[src/rtl/fcs_pkg.sv]
package fcs_pkg;

  typedef enum logic [1:0] {
    OP_READ  = 2'b00,
    OP_ERASE = 2'b01,
    OP_PROG  = 2'b10,
    OP_RSVD  = 2'b11
  } op_e;

  // control-to-datapath strobes
  typedef struct packed {
    logic load;       // capture request fields
    logic burstLoad;  // arm next program burst
    logic capBurst;   // limit burst to PROG_LEN
    logic dataStep;   // one data byte exchanged
    logic rdCapture;  // register a read byte
    logic pollClr;    // restart poll timer
    logic pollRun;    // poll timer advances
  } strobe_t;

  function automatic logic [7:0] opStatus(input logic [1:0] cls);
    return cls[1] ? 8'hD7 : 8'h05;
  endfunction

  function automatic logic [7:0] opErase(input logic [1:0] cls);
    return cls[1] ? 8'h81 : (cls[0] ? 8'h20 : 8'hD8);
  endfunction

  function automatic logic [7:0] opProg(input logic [1:0] cls);
    return cls[1] ? 8'h82 : 8'h02;
  endfunction

endpackage

[src/rtl/fcs_dp.sv]
module fcs_dp
  import fcs_pkg::*;
#(
  parameter int CNT_W       = 16,
  parameter int PROG_LEN    = 256,
  parameter int TIMEOUT_CYC = 1000
) (
  input  logic             clk,
  input  logic             rstN,
  input  strobe_t          st,
  input  logic [23:0]      reqAddr,
  input  logic [CNT_W-1:0] reqCount,
  input  logic [7:0]       xferRx,
  output logic [23:0]      addr,
  output logic             burstLast,
  output logic             burstZero,
  output logic             remainZero,
  output logic             tmoHit,
  output logic [7:0]       rdData,
  output logic             rdValid
);

  localparam int TMR_W = $clog2(TIMEOUT_CYC + 1);
  localparam logic [TMR_W-1:0] TMR_LIM = TMR_W'(TIMEOUT_CYC);
  localparam logic [CNT_W-1:0] BURST_MAX = CNT_W'(PROG_LEN);

  logic [CNT_W-1:0] remain;
  logic [CNT_W-1:0] burst;
  logic [TMR_W-1:0] tmr;

  function automatic logic [CNT_W-1:0] capTo(input logic [CNT_W-1:0] n, input logic cap);
    return (cap && n > BURST_MAX) ? BURST_MAX : n;
  endfunction

  always_ff @(posedge clk or negedge rstN) begin
    if (!rstN) begin
      addr   <= '0;
      remain <= '0;
      burst  <= '0;
    end else if (st.load) begin
      addr   <= reqAddr;
      remain <= reqCount;
      burst  <= capTo(reqCount, st.capBurst);
    end else if (st.burstLoad) begin
      burst  <= capTo(remain, st.capBurst);
    end else if (st.dataStep) begin
      addr   <= addr + 24'd1;
      remain <= remain - 1'b1;
      burst  <= burst - 1'b1;
    end
  end

  always_ff @(posedge clk or negedge rstN) begin
    if (!rstN)                             tmr <= '0;
    else if (st.pollClr)                   tmr <= '0;
    else if (st.pollRun && tmr < TMR_LIM)  tmr <= tmr + 1'b1;
  end

  always_ff @(posedge clk or negedge rstN) begin
    if (!rstN) begin
      rdValid <= 1'b0;
      rdData  <= '0;
    end else begin
      rdValid <= st.rdCapture;
      if (st.rdCapture) rdData <= xferRx;
    end
  end

  assign burstLast  = (burst == CNT_W'(1));
  assign burstZero  = (burst == '0);
  assign remainZero = (remain == '0);
  assign tmoHit     = (tmr >= TMR_LIM);

  p_tmr_sat_r8: assert property (@(posedge clk) disable iff (!rstN) tmr <= TMR_LIM)
    else $error("poll timer ran past its limit");

  p_no_underflow_r7: assert property (@(posedge clk) disable iff (!rstN)
    st.dataStep |-> (remain != '0 && burst != '0))
    else $error("data step with nothing left");

endmodule

[src/rtl/fcs_ctrl.sv]
module fcs_ctrl
  import fcs_pkg::*;
#(
  parameter bit FAST_READ = 1'b1,
  parameter int CNT_W     = 16
) (
  input  logic             clk,
  input  logic             rstN,
  input  logic             reqValid,
  input  logic [1:0]       reqOp,
  input  logic [1:0]       reqClass,
  input  logic [CNT_W-1:0] reqCount,
  input  logic [23:0]      addr,
  input  logic             burstLast,
  input  logic             burstZero,
  input  logic             remainZero,
  input  logic             tmoHit,
  input  logic             xferDone,
  input  logic [2:0]       statKey,   // {status[7], status[1], status[0]}
  input  logic [7:0]       wrData,
  output strobe_t          st,
  output logic             xferStart,
  output logic [7:0]       xferTx,
  output logic             wrTake,
  output logic             csActive,
  output logic             done,
  output logic             error,
  output logic             timeout
);

  typedef enum logic [3:0] {
    S_IDLE, S_WREN, S_GAP, S_STOP, S_SDUM, S_CMD,
    S_A2, S_A1, S_A0, S_DUMMY, S_DATA, S_FIN
  } state_e;

  state_e state, stateN, gapNext, gapNextN;
  op_e    opReg, opRegN;
  logic [1:0] clsReg, clsRegN;
  logic pending, pollRdy, pollRdyN, inPoll, inPollN;
  logic errFlag, errFlagN, tmoFlag, tmoFlagN;
  logic isByte, byteDone, statOk;

  always_comb begin
    isByte = state inside {S_WREN, S_STOP, S_SDUM, S_CMD, S_A2, S_A1, S_A0, S_DUMMY, S_DATA};
    xferStart = isByte && !pending;
    byteDone  = pending && xferDone;
    csActive  = !(state inside {S_IDLE, S_GAP, S_FIN});
    wrTake    = xferStart && state == S_DATA && opReg == OP_PROG;
    unique case (state)
      S_WREN:  xferTx = 8'h06;
      S_STOP:  xferTx = opStatus(clsReg);
      S_CMD:   xferTx = (opReg == OP_READ)  ? (FAST_READ ? 8'h0B : 8'h03) :
                        (opReg == OP_ERASE) ? opErase(clsReg) : opProg(clsReg);
      S_A2:    xferTx = addr[23:16];
      S_A1:    xferTx = addr[15:8];
      S_A0:    xferTx = addr[7:0];
      S_DATA:  xferTx = (opReg == OP_PROG) ? wrData : 8'h00;
      default: xferTx = 8'h00;
    endcase
    // write-enable latch on bit 1; ready polarity per class
    statOk = !pollRdy ? statKey[1] : (clsReg[1] ? statKey[2] : !statKey[0]);
  end

  always_comb begin
    stateN   = state;
    gapNextN = gapNext;
    opRegN   = opReg;
    clsRegN  = clsReg;
    pollRdyN = pollRdy;
    inPollN  = inPoll;
    errFlagN = errFlag;
    tmoFlagN = tmoFlag;
    st           = '0;
    st.capBurst  = (state == S_IDLE) ? (reqOp == OP_PROG) : (opReg == OP_PROG);
    st.pollRun   = inPoll;
    st.dataStep  = byteDone && state == S_DATA;
    st.rdCapture = byteDone && state == S_DATA && opReg == OP_READ;
    unique case (state)
      S_IDLE: if (reqValid) begin
        opRegN = op_e'(reqOp);
        clsRegN = reqClass;
        errFlagN = 1'b0;
        tmoFlagN = 1'b0;
        if (op_e'(reqOp) == OP_RSVD) begin
          errFlagN = 1'b1;
          stateN = S_FIN;
        end else if (op_e'(reqOp) == OP_PROG && reqCount == '0) begin
          stateN = S_FIN;
        end else begin
          st.load = 1'b1;
          stateN = (op_e'(reqOp) != OP_READ && !reqClass[1]) ? S_WREN : S_CMD;
        end
      end
      S_WREN: if (byteDone) begin
        stateN = S_GAP; gapNextN = S_STOP;
        pollRdyN = 1'b0; inPollN = 1'b1; st.pollClr = 1'b1;
      end
      S_GAP: begin
        if (inPoll && tmoHit) begin
          errFlagN = 1'b1; tmoFlagN = 1'b1; inPollN = 1'b0;
          stateN = S_FIN;
        end else begin
          stateN = gapNext;
        end
      end
      S_STOP: if (byteDone) stateN = S_SDUM;
      S_SDUM: if (byteDone) begin
        stateN = S_GAP;
        if (!statOk) begin
          gapNextN = S_STOP;
        end else begin
          inPollN = 1'b0;
          if (!pollRdy) begin
            gapNextN = S_CMD;
          end else if (opReg == OP_PROG && !remainZero) begin
            st.burstLoad = 1'b1;
            gapNextN = clsReg[1] ? S_CMD : S_WREN;
          end else begin
            stateN = S_FIN;
          end
        end
      end
      S_CMD: if (byteDone) stateN = S_A2;
      S_A2:  if (byteDone) stateN = S_A1;
      S_A1:  if (byteDone) stateN = S_A0;
      S_A0: if (byteDone) begin
        unique case (opReg)
          OP_READ:  stateN = FAST_READ ? S_DUMMY : (burstZero ? S_FIN : S_DATA);
          OP_ERASE: begin
            stateN = S_GAP; gapNextN = S_STOP;
            pollRdyN = 1'b1; inPollN = 1'b1; st.pollClr = 1'b1;
          end
          default:  stateN = S_DATA;
        endcase
      end
      S_DUMMY: if (byteDone) stateN = burstZero ? S_FIN : S_DATA;
      S_DATA: if (byteDone && burstLast) begin
        if (opReg == OP_READ) begin
          stateN = S_FIN;
        end else begin
          stateN = S_GAP; gapNextN = S_STOP;
          pollRdyN = 1'b1; inPollN = 1'b1; st.pollClr = 1'b1;
        end
      end
      S_FIN: stateN = S_IDLE;
      default: stateN = S_IDLE;
    endcase
  end

  always_ff @(posedge clk or negedge rstN) begin
    if (!rstN) begin
      state   <= S_IDLE;
      gapNext <= S_IDLE;
      opReg   <= OP_READ;
      clsReg  <= '0;
      pending <= 1'b0;
      pollRdy <= 1'b0;
      inPoll  <= 1'b0;
      errFlag <= 1'b0;
      tmoFlag <= 1'b0;
    end else begin
      state   <= stateN;
      gapNext <= gapNextN;
      opReg   <= opRegN;
      clsReg  <= clsRegN;
      pollRdy <= pollRdyN;
      inPoll  <= inPollN;
      errFlag <= errFlagN;
      tmoFlag <= tmoFlagN;
      if (xferStart)     pending <= 1'b1;
      else if (byteDone) pending <= 1'b0;
    end
  end

  assign done    = (state == S_FIN);
  assign error   = done && errFlag;
  assign timeout = done && tmoFlag;

  p_start_in_frame_r9: assert property (@(posedge clk) disable iff (!rstN)
    xferStart |-> csActive) else $error("byte started outside a frame");

  p_start_single_r9: assert property (@(posedge clk) disable iff (!rstN)
    xferStart |=> !xferStart) else $error("back-to-back byte starts");

  p_done_pulse_r10: assert property (@(posedge clk) disable iff (!rstN)
    done |=> !done) else $error("done held longer than a cycle");

  p_tmo_err_r8: assert property (@(posedge clk) disable iff (!rstN)
    timeout |-> (error && !csActive)) else $error("timeout without error");

endmodule

[src/rtl/flash_cmd_seq.sv]
module flash_cmd_seq
  import fcs_pkg::*;
#(
  parameter bit FAST_READ   = 1'b1,
  parameter int CNT_W       = 16,
  parameter int PROG_LEN    = 256,
  parameter int TIMEOUT_CYC = 250_000_000
) (
  input  logic             clk,
  input  logic             rstN,
  input  logic             reqValid,
  input  logic [1:0]       reqOp,
  input  logic [1:0]       reqClass,
  input  logic [23:0]      reqAddr,
  input  logic [CNT_W-1:0] reqCount,
  input  logic [7:0]       wrData,
  output logic             wrTake,
  output logic [7:0]       rdData,
  output logic             rdValid,
  output logic             csActive,
  output logic             xferStart,
  output logic [7:0]       xferTx,
  input  logic             xferDone,
  input  logic [7:0]       xferRx,
  output logic             done,
  output logic             error,
  output logic             timeout
);

  strobe_t     st;
  logic [23:0] addr;
  logic        burstLast, burstZero, remainZero, tmoHit;

  fcs_ctrl #(.FAST_READ(FAST_READ), .CNT_W(CNT_W)) u_ctrl (
    .clk, .rstN, .reqValid, .reqOp, .reqClass, .reqCount,
    .addr, .burstLast, .burstZero, .remainZero, .tmoHit,
    .xferDone, .statKey({xferRx[7], xferRx[1], xferRx[0]}), .wrData,
    .st, .xferStart, .xferTx, .wrTake, .csActive,
    .done, .error, .timeout
  );

  fcs_dp #(.CNT_W(CNT_W), .PROG_LEN(PROG_LEN), .TIMEOUT_CYC(TIMEOUT_CYC)) u_dp (
    .clk, .rstN, .st, .reqAddr, .reqCount, .xferRx,
    .addr, .burstLast, .burstZero, .remainZero, .tmoHit,
    .rdData, .rdValid
  );

endmodule

[config.mk]
export PLATFORM = sky130hd
export DESIGN_NAME = flash_cmd_seq
export DESIGN_NICKNAME = d
export VERILOG_FILES = /design/src/rtl/fcs_pkg.sv /design/src/rtl/fcs_dp.sv /design/src/rtl/fcs_ctrl.sv /design/src/rtl/flash_cmd_seq.sv
export SDC_FILE = /design/constraint.sdc
export NUM_CORES = 1
export LEC_CHECK = 0
export BUFFER_PORTS_ARGS = -buffer_cell sky130_fd_sc_hd__buf_2
export CAP_MARGIN = 15
export CORE_MARGIN = 5
export CORE_UTILIZATION = 64
export CTS_CLUSTER_DIAMETER = 150
export DETAILED_ROUTE_END_ITERATION = 8
export MAX_ROUTING_LAYER = met4
export PLACE_DENSITY = 0.95
export RECOVER_POWER = 50
export SLEW_MARGIN = 0
export SYNTH_ARGS = -nofsm -noshare
export SYNTH_HDL_FRONTEND = slang
export SYNTH_SLANG_ARGS = --single-unit
[constraint.sdc]
create_clock -name clk -period 3.9 [get_ports clk]
set_clock_uncertainty 0.05 [all_clocks]
set_input_delay 0.39 -clock clk [delete_from_list [all_inputs] [get_ports clk]]
set_output_delay 0.39 -clock clk [all_outputs]
set_load 0.005 [all_outputs]
**Yosys cells after proc, flatten, opt, wreduce, memory -nomap -nowiden**

Cells that the tools add are included.

- Input port bits: 64
- Register bits: 110

- Equality and inequality tests: 32
- Mux-type cells: 89
- Reductions and logical operators: 44
- Add/subtract/negate cells: 4
- $lt $le $gt $ge: 4

Operators by type and width:

| cell | count |
|---|---|
| $mux W16 | 8 |
| $mux W4 | 26 |
| $mux W24 | 3 |
| $mux W28 | 2 |
| $mux W8 | 7 |
| $pmux W8 S7 | 1 |
| $logic_not A16 Y1 | 3 |
| $pmux W4 S11 | 1 |
| $gt A16 B9 Y1 const B | 2 |
| $mux W1 | 32 |
| $sub A16 B1 Y16 const B | 2 |
| $add A28 B1 Y28 const B | 1 |
| $ge A28 B28 Y1 const B | 1 |
| $lt A28 B28 Y1 const B | 1 |
| $add A24 B1 Y24 const B | 1 |
| $ne A2 B1 Y1 const B | 10 |
| $eq A16 B1 Y1 const B | 1 |
| $eq A4 B3 Y1 const B | 4 |
| $eq A4 B4 Y1 const B | 4 |
| $logic_and A1 B1 Y1 | 16 |
| $pmux W4 S4 | 1 |
| $ne A2 B2 Y1 const B | 5 |
| $reduce_and A10 Y1 | 1 |
| $reduce_bool A2 Y1 | 5 |
| other kinds (22) | 35 |

**Depth between registers and ports, before layout**

Gate-level depths: netlist of the first run.

- Depth in word-level cells: 10
- Gate-level depth with buffers: 10
- Mapped depth without buffers: 8

**Modules after synthesis**

From an unflattened synthesis of the first run, not the netlist that was laid out.

- Cell total of the unflattened synthesis: 796
- Area total of the unflattened synthesis: 7010.5 µm²

By module, submodules not included:

| module | sequential area each (µm²) | area an instance (µm²) | times used | cells an instance |
|---|---|---|---|---|
| fcs_dp | 2327.2 | 5407.7 | 1 | 592 |
| fcs_ctrl | 400.4 | 1602.8 | 1 | 204 |

**Least setup slack after synthesis of the first run**

Ideal clock, no wire load.

- Path type: register -> output
- Start: register u_ctrl.state[0]
- End: output xferTx[4]
- Slack: 1520 ps
- Path buffers: 3
- Stages on the path, launching flop included: 7
- Arrival time: 1940 ps
- Required time: 3460 ps
- Cell sequence: dfrtp_1 > clkbuf_1 > clkbuf_1 > buf_2 > mux2_2 > a222oi_1 > nand2_1

- Longest elaborated chain between the ends: 2
- Elaborated cells between the ends (all ways): 8

Ends and longest elaborated chain:

| item | line | RTL |
|---|---|---|
| start: declaration | fcs_ctrl.sv:36 | `state_e state, stateN, gapNext, gapNextN;` |
| start signal: assignment | fcs_ctrl.sv:162 | `state <= stateN;` |
| $eq A4 B4 Y1 (tied with other cells) | fcs_ctrl.sv:49 | `unique case (state)` |
| $pmux W8 S7 * | fcs_ctrl.sv:49 |  |
| end: declaration | flash_cmd_seq.sv:22 | `output logic [7:0] xferTx,` |

Every way passes the cells marked *; elsewhere a longest branch is shown, timed or not.

**Worst setup path after layout of the first run**

- Start: register u_ctrl.state[3]
- End: register u_dp.addr[12]

- Longest elaborated chain between the ends: 4
- Elaborated cells between the ends (all ways): 10

Ends and longest elaborated chain:

| item | line | RTL |
|---|---|---|
| $eq A4 B3 Y1 (tied with other cells) | fcs_ctrl.sv:78 | `unique case (state)` |
| $mux W1 / $logic_and A1 B1 Y1 (equally long branches) | fcs_ctrl.sv:78, fcs_ctrl.sv:76 |  |
| $ne A2 B1 Y1 (no source line) / $reduce_bool A2 Y1 (equally long branches) | n/a |  |
| $reduce_and A2 Y1 (no source line) | n/a |  |
| end signal: assignment | fcs_dp.sv:41 | `addr <= reqAddr;` |
| end signal: assignment | fcs_dp.sv:47 | `addr <= addr + 24'd1;` |
| end: declaration | fcs_dp.sv:14 | `output logic [23:0] addr,` |

Several ways; a longest one is shown, not always the timed one.
A chain may end at the register's enable or synchronous reset.

==> run metrics, run 1 <==
status finished with violations; failing checks max-capacitance violations, max-slew violations; R2R depth 7; top post-synthesis cells by area dfrtp_1, nand2_1, o21ai_0; H-tree depth 3; Synth Instances 815; clk buf depth 2; number of gates resized after cts 0; Slew Limit Fails 30; CP Launch Type flip-flop; Hold Crit Class in2async; largest area contributor in the netlist dfrtp_1; die area 13080 µm²; critical path's top delay family simple AND/OR/NAND/NOR gates; CP max FO 27; Fin. Hold Viols 0; largest net degree at the start of global routing 60; Critical Path Sink Type flip-flop; Async SR Flop Fraction 1.000; #FFs+latches synth 109; Seq pwr share 0.428; Slew @ Worst Pin 1.533 ns; Setup CP Type reg2reg; commonest register cell after synthesis dfrtp_1; vias in the first global route 6396; CTS clk-pin slew, worst paths 0.11 ns; DP HPWL 13830 µm; mapped cell area 6972 µm²; I/O Buffers 86; Final min period 3.306 ns; PwrDens 696.8 nW/µm²; Cells after DPL 1012; Mean Syn Cell Area 8.554 µm²; ANT nets after route 0; Synth Area in Adders 0.01400; CTS Hold Bufs 0; fin cells 1028; global-route wire length before repair 31180 µm; filler cell count 840; postcts setup bufs 0; max-cap viol count 1; main combinational cell family by area after synthesis simple AND/OR/NAND/NOR gates; LEAKAGE 3.171 nW; Post-Synth XOR/XNOR Area 0.03894; DP Worst Slack 0.9627 ns; Initial Utilization 0.6488; post-synthesis mux area share 0.03446; Vias per Instance 6.748; Ports 87; Crit path largest cell delay 0.71 ns; Fin Setup TNS 0 ns; Critical path buffers and inverters 1; Clk Latency, worst-skew pair 0.40 ns; sequential share of the synthesized area 0.3912; unique cell type count in the Yosys netlist 82; nets 954; worst vdd ir 0.0005025 V; Tcrit/Tclk final 0.8477; CTS tree built; die height 114.4 µm; fraction of layout instances using a drive strength above 1 0.1633; Post-Route WL 19090 µm; max frequency 302.5 MHz; combinational share of power 0.428; simple-gate portion of the synthesized area 0.2601; crit path max-delay cell type nor4_1; internal power 2.950 mW; Required @ worst endpoint 4.15 ns; grt ovf 0; r2r endpoint u_dp.addr[12]; num rows 38; # setup viols final 0; Synth top area share 0.3912; synth warn 0; most frequent cell after synthesis dfrtp_1; complex-gate fraction of the synthesized area 0.2207; TritonCTS Buffers 9; crit path setup slack, layout 0.5939 ns; CTS root buf clkbuf_8; drt pass-1 iters 6; Iteration-0 DRC Markers 1037; antenna fix cells 0; gpl congestion 0.9666; clock sinks 109; Synth top cells by count dfrtp_1, nand2_1, o21ai_0; Arrival @ worst endpoint 3.55 ns; Net Switching 2.404 mW; Placeable Area 10750 µm²; RSZ-0062 raised after global routing false; die width 114.4 µm; WL/cell 18.57 µm; number of synthesized flops with an enable pin 0; Clock Power Share 0.144; Syn Nets 886; routed via count 6937; Hold Slack 0.02508 ns; initial antenna violation count 0; critical-path cell list nor4_1, and3_1, buf_4, o21a_1, nor2_1, a21o_1, a221o_1; GR Util All Layers 0.3054; area grow syn2layout 10.21%; worst r2r src u_ctrl.state[3]; Remaining DRCs 0; Critical path origin u_ctrl.state[3]; R2R Setup Slk 0.59 ns; max_slew headroom -0.02202; Sw Ratio 0.4491
==> placed cells by master (no fill, tap or decap), drive strengths merged, types with 17 or more instances in the layout <==
cell and count:
a21oi 54, buf 91, clkbuf 17, dfrtp 109, inv 27, nand2 98
nand3 42, nor2 60, nor3 20, nor4 18, o21ai 73, xor2 18
==> worst reg2reg max path, cell delays in order (launching register included) <==
cell and delay, ns:
dfrtp_1 0.68, nor4_1 0.71, and3_1 0.27, buf_4 0.21
o21a_1 0.51, nor2_1 0.28, a21o_1 0.22, a221o_1 0.28
==> power by group through the flow <==
stage / logic [mW] / registers [mW] / clock network [mW]
6_report: 2.29 / 2.29 / 0.771
5_1_grt: 2.55 / 2.36 / 0.824
4_1_cts: 2.28 / 2.26 / 0.778
3_5_place_dp: 2.27 / 2.28 / 0
3_3_place_gp: 2.20 / 2.26 / 0
2_1_floorplan: 1.77 / 2.05 / 0
==> how the worst max path moves through the flow <==
stage | end | cells after the start
floorplan | xferTx[4] | 6
global route | u_dp.addr[12] | 7
detailed placement | u_dp.remain[15] | 7
global placement | u_dp.addr[12] | 7
CTS | xferTx[7] | 5
finish | u_dp.addr[12] | 7
==> registers in the layout, summed over array words and instances, names as in the netlist, 2 cells and up <==
register        flops
u_ctrl.clsReg       2
u_ctrl.gapNext      3
u_ctrl.opReg        2
u_ctrl.state        4
u_dp.addr          24
u_dp.burst         16
u_dp.rdData         8
u_dp.remain        16
u_dp.tmr           28
==> metrics by stage <==
step	total power [mW]	instance area, µm²	utilization
after floorplan	3.821	6972	-
after global placement	4.453	7501	0.6981
after detailed placement	4.555	7501	0.6981
after CTS	5.325	7715	0.7180
after global routing	5.729	7684	0.7151
final	5.354	7684	0.7151
==> per-layer routing <==
metal	global-route usage	part of all wire	wire [µm]	up-vias
met5	-	0	0	-
li1	-	-	-	3157
met4	0.1069	0.027	518	0
met1	0.4055	0.40	7709	3304
met3	0.06977	0.097	1846	69
met2	0.4637	0.47	9015	407
==> cells by family after synthesis <==
logic type	after synthesis
fa+ha+maj	8
simple gates	343
buf+inv	67
compound gates	235
mux	22
flops	109
xor+xnor	31
==> area by class of cell <==
cell class / instances / area (µm²) / area share
Clock buffer: 10 / 127.6 / 0.01661
Clock inverter: 6 / 86.33 / 0.01124
Inverter: 26 / 97.59 / 0.01270
Multi-Input combinational cell: 639 / 3950 / 0.5141
Sequential cell: 109 / 2728 / 0.3550
Tap cell: 140 / 175.2 / 0.02280
Timing Repair Buffer: 98 / 519.2 / 0.06758
No activity file was read; power rests on OpenSTA's default activity.
==> inputs of run 2 (changes only) <==
CORE_UTILIZATION = 53   (was 64)
PLACE_DENSITY = 0.87   (was 0.95)
clock period = 2.8 ns   (was 3.9 ns; I/O delays follow)
==> run metrics, run 2 (synthesis results as in run 1) <==
fin cells 1083; CP max FO 15; worst r2r src u_dp.burst[7]; Sw Ratio 0.4336; routed via count 6925; Design Power 7.965 mW; Required @ worst endpoint 2.47 ns; Vias per Instance 6.394; Finished Cell Area 8065 µm²; crit path setup slack, layout 0.1391 ns; Hold Slack 0.05692 ns; Placeable Area 13090 µm²; die area 15550 µm²; die height 124.7 µm; Tcrit/Tclk final 0.9503; PwrDens 987.6 nW/µm²; Net Switching 3.454 mW; global-route wire length before repair 33000 µm; nets 973; clock sinks 109; LEAKAGE 3.331 nW; CTS root buf clkbuf_16; Hold Crit Class in2reg; DP Worst Slack 0.2262 ns; antenna fix cells 0; hold path endpoint u_dp.addr[11]; die width 124.7 µm; Post-Route WL 19660 µm; status finished, final reports clean; WL/cell 18.15 µm; num rows 42; TritonCTS Buffers 9; fraction of layout instances using a drive strength above 1 0.1863; CTS tree built; grt ovf 0; Setup CP Type reg2out; Cells after DPL 1066; filler cell count 1107; GR Util All Layers 0.2624; R2R Setup Slk 0.18 ns; CP Launch Type flip-flop; worst vdd ir 0.0005449 V; Hold Crit Depth 3; Slew Limit Fails 0; max_slew headroom 0.2863; vias in the first global route 6691; area grow syn2layout 15.69%; Largest Register u_dp.tmr; initial antenna violation count 0; drt pass-1 iters 6; Clk Latency, worst-skew pair 0.36 ns; Post-Route Utilization 0.6164; max frequency 375.8 MHz; Fin Setup TNS 0 ns; Initial Utilization 0.5328; I/O Buffers 86; Remaining DRCs 0; Fin. Hold Viols 0; gpl congestion 0.9572; CTS clk-pin slew, worst paths 0.08 ns; Final min period 2.661 ns; internal power 4.512 mW; Ports 87; clk buf depth 2; RSZ-0062 raised after global routing false; r2r endpoint u_ctrl.gapNext[2]; R2R depth 6; most frequent cells in the layout dfrtp_1, nand2_1, buf_2, o21ai_0, nor2_1; Seq pwr share 0.399; DP Area 7731 µm²; Largest regs u_dp.tmr: 28 flops, u_dp.addr: 24 flops; Slew @ Worst Pin 1.071 ns; Clock Power Share 0.178; commonest non-fill, non-tap cell in the layout dfrtp_1; ANT nets after route 0; Iteration-0 DRC Markers 768; H-tree depth 3; Arrival @ worst endpoint 2.33 ns; max-cap viol count 0; Hold Startpoint reqAddr[11]; combinational share of power 0.423; # setup viols final 0; Critical Path Sink Type output port; largest net degree at the start of global routing 50; DP HPWL 14430 µm; max reg flops 28
[run 2: critical path: stages (launching register included)]
cell and delay, ns:
dfrtp_2 0.49, buf_4 0.22, inv_1 0.17, nand2_1 0.18, nor2_1 0.39, a22oi_1 0.16, nor2_1 0.12, a221o_1 0.12
buf_2 0.11
[run 2: per-layer routing]
metal  routed length, µm  GRT usage
met1                8044     0.3396
met2                9499     0.4125
met3                1520    0.04460
met4                 591     0.1044
met5                   0          -
[run 2: how the worst max path moves through the flow]
stage	startpoint	endpoint	slack, ns
after floorplan	u_dp.remain[0]	u_dp.burst[5]	0.49
after global placement	u_dp.burst[6]	u_ctrl.gapNext[1]	0.25
after detailed placement	u_dp.burst[6]	u_ctrl.gapNext[2]	0.23
after CTS	u_ctrl.state[2]	xferTx[3]	0.1
after global routing	u_ctrl.state[3]	xferTx[1]	0.006
final	u_ctrl.state[3]	xferTx[1]	0.14
[run 2: timing repair]
item	CTS	global route
resized for setup	0	4
endpoints found under the hold margin	37	0
setup endpoints to repair	0	7
hold buffers	1	0
buffers inserted	0	0
[run 2: cell type report]
class | count | area (µm²) | area share
multi-input combinational | 639 | 3976 | 0.4930
clock buffer | 10 | 229.0 | 0.02839
sequential | 109 | 2730 | 0.3385
clock inverter | 6 | 93.84 | 0.01164
inverter | 26 | 97.59 | 0.01210
tap | 176 | 220.2 | 0.02730
timing repair buffer | 117 | 718.2 | 0.08905
[run 2: power groups by stage]
stage	Sequential [mW]	Clock, mW	Combinational (mW)
3_3_place_gp	3.14	0	3.25
2_1_floorplan	2.86	0	2.47
6_report	3.18	1.42	3.37
3_5_place_dp	3.15	0	3.33
4_1_cts	3.14	1.44	3.35
5_1_grt	3.28	1.50	3.77
==> inputs of run 3 (changes only) <==
CORE_UTILIZATION = 64   (was 53)
GPL_TIMING_DRIVEN = 0   (was not set)
HOLD_SLACK_MARGIN = 0.05   (was not set)
PLACE_DENSITY = 0.95   (was 0.87)
clock period = 3.2 ns   (was 2.8 ns; I/O delays follow)
==> run metrics, run 3 (synthesis results as in run 1) <==
status finished, final reports clean; Final min period 3.061 ns; Hold Crit Class in2reg; Remaining DRCs 0; max_slew headroom 0.1487; Largest Register u_dp.tmr; grt ovf 0; Fin. Hold Viols 0; max frequency 326.7 MHz; CP Launch Type flip-flop; Critical Path Sink Type output port; Initial Utilization 0.6488; GR Util All Layers 0.3294; vias in the first global route 6750; area of the multi-input gates 3961 µm²; drt pass-1 iters 7; crit path setup slack, layout 0.1394 ns; Arrival @ worst endpoint 2.69 ns; antenna fix cells 0; number of gates resized after cts 0; filler cell count 842; Tcrit/Tclk final 0.9564; Slew Limit Fails 0; PwrDens 848.4 nW/µm²; met2 routed WL 9676 µm; Hold Slack 0.06016 ns; CTS clk-pin slew, worst paths 0.11 ns; CTS tree built; worst vdd ir 0.0006862 V; largest net degree at the start of global routing 62; # setup viols final 0; I/O Buffers 86; max reg flops 28; ANT nets after route 0; gpl congestion 1.035; Ports 87; most frequent cells in the layout dfrtp_1, buf_2, nand2_1, o21ai_0, nor2_1; die height 114.4 µm; clock sinks 109; die area 13080 µm²; LEAKAGE 3.249 nW; CP max FO 14; H-tree depth 3; fraction of layout instances using a drive strength above 1 0.1714; nets 983; Setup CP Type reg2out; clk buf depth 2; top sig layer met4; Vias per Instance 6.749; Required @ worst endpoint 2.83 ns; max-cap viol count 0; commonest non-fill, non-tap cell in the layout dfrtp_1; DP Worst Slack 0.4071 ns; global-route wire length before repair 33470 µm; RSZ-0062 raised after global routing false; Post-Route WL 20530 µm; DR WL met3 2267 µm; CTS root buf clkbuf_8; num rows 38; FF/Latch Area 2728 µm²; WL/cell 19.44 µm; Largest regs u_dp.tmr: 28 flops, u_dp.addr: 24 flops; Iteration-0 DRC Markers 1063; initial antenna violation count 0; TritonCTS Buffers 9; Placeable Area 10750 µm²; Clk Latency, worst-skew pair 0.40 ns; wl on met1 7953 µm; Slew @ Worst Pin 1.277 ns; area grow syn2layout 11.79%; die width 114.4 µm; DP HPWL 15070 µm; routed via count 7127; Fin Setup TNS 0 ns
==> run 3: changes by cell type in the layout (fill, tap and decap cells not counted), moves of 2 or more <==
cell / before / now
buf_4: 24 / 0
inv_6: 2 / 0
clkinv_2: 0 / 2
buf_12: 5 / 0
clkbuf_16: 9 / 0
clkbuf_1: 7 / 22
dfrtp_2: 2 / 0
clkbuf_8: 0 / 10
dfrtp_1: 107 / 109
buf_2: 79 / 101
==> run 3: where the power goes <==
| group | total, mW | switching [mW] | internal (mW) |
|---|---|---|---|
| Combinational | 3.01 | 1.78 | 1.23 |
| Sequential | 2.73 | 0.769 | 1.96 |
| Clock | 0.869 | 0.490 | 0.379 |
| Total | 6.61 | 3.04 | 3.58 |
==> run 3: critical path, cell delays in order (launching register included) <==
cell      delay, ns
dfrtp_1        0.70
clkbuf_1       0.34
buf_2          0.32
mux2_2         0.36
a222oi_1       0.32
nand2_1        0.12
buf_2          0.14
==> run 3: what timing repair did <==
item	4_1_cts	5_1_grt
setup buffers	0	0
setup endpoints to repair	1	3
hold buffers	1	0
hold endpoints to repair	48	0
==> run 3: final timing paths <==
kind	end	depth (start not counted)	slack, ns	from
max	xferTx[4]	6	0.14	u_ctrl.state[0]
min	u_dp.addr[8]	3	0.06	reqAddr[8]
max reg2reg	u_dp.burst[10]	8	0.37	u_ctrl.state[0]
min reg2reg	u_ctrl.gapNext[0]	1	0.45	u_ctrl.gapNext[0]
max in group asynchronous	u_dp.burst[0]	3	1.52	rstN
min in group asynchronous	u_ctrl.pending	2	0.67	rstN
==> run 3: final cells by class <==
type	count	share of cell area
Multi-Input combinational cell	639	0.5083
Sequential cell	109	0.3500
Timing Repair Buffer	88	0.05956
Buffer	39	0.02280
Tap cell	140	0.02248
Clock buffer	11	0.01814
Inverter	26	0.01252
Clock inverter	4	0.006261
==> run 3: routing by layer <==
layer  global-route usage  vias to the layer above
met3              0.06818                       80
met2               0.5117                      493
met4               0.1196                        0
li1                     -                     3223
met5                    -                        -
met1               0.4293                     3331
==> run 3: per-stage QoR <==
| stage | std cells | area (µm²) | power, mW | utilization |
|---|---|---|---|---|
| final | 1056 | 7794 | 6.612 | 0.7253 |
| after global placement | 1041 | 7577 | 5.520 | 0.7052 |
| after detailed placement | 1042 | 7607 | 5.649 | 0.7080 |
| after global routing | 1056 | 7794 | 7.027 | 0.7253 |
| after floorplan | 815 | 6972 | 4.656 | - |
| after CTS | 1057 | 7804 | 6.507 | 0.7262 |
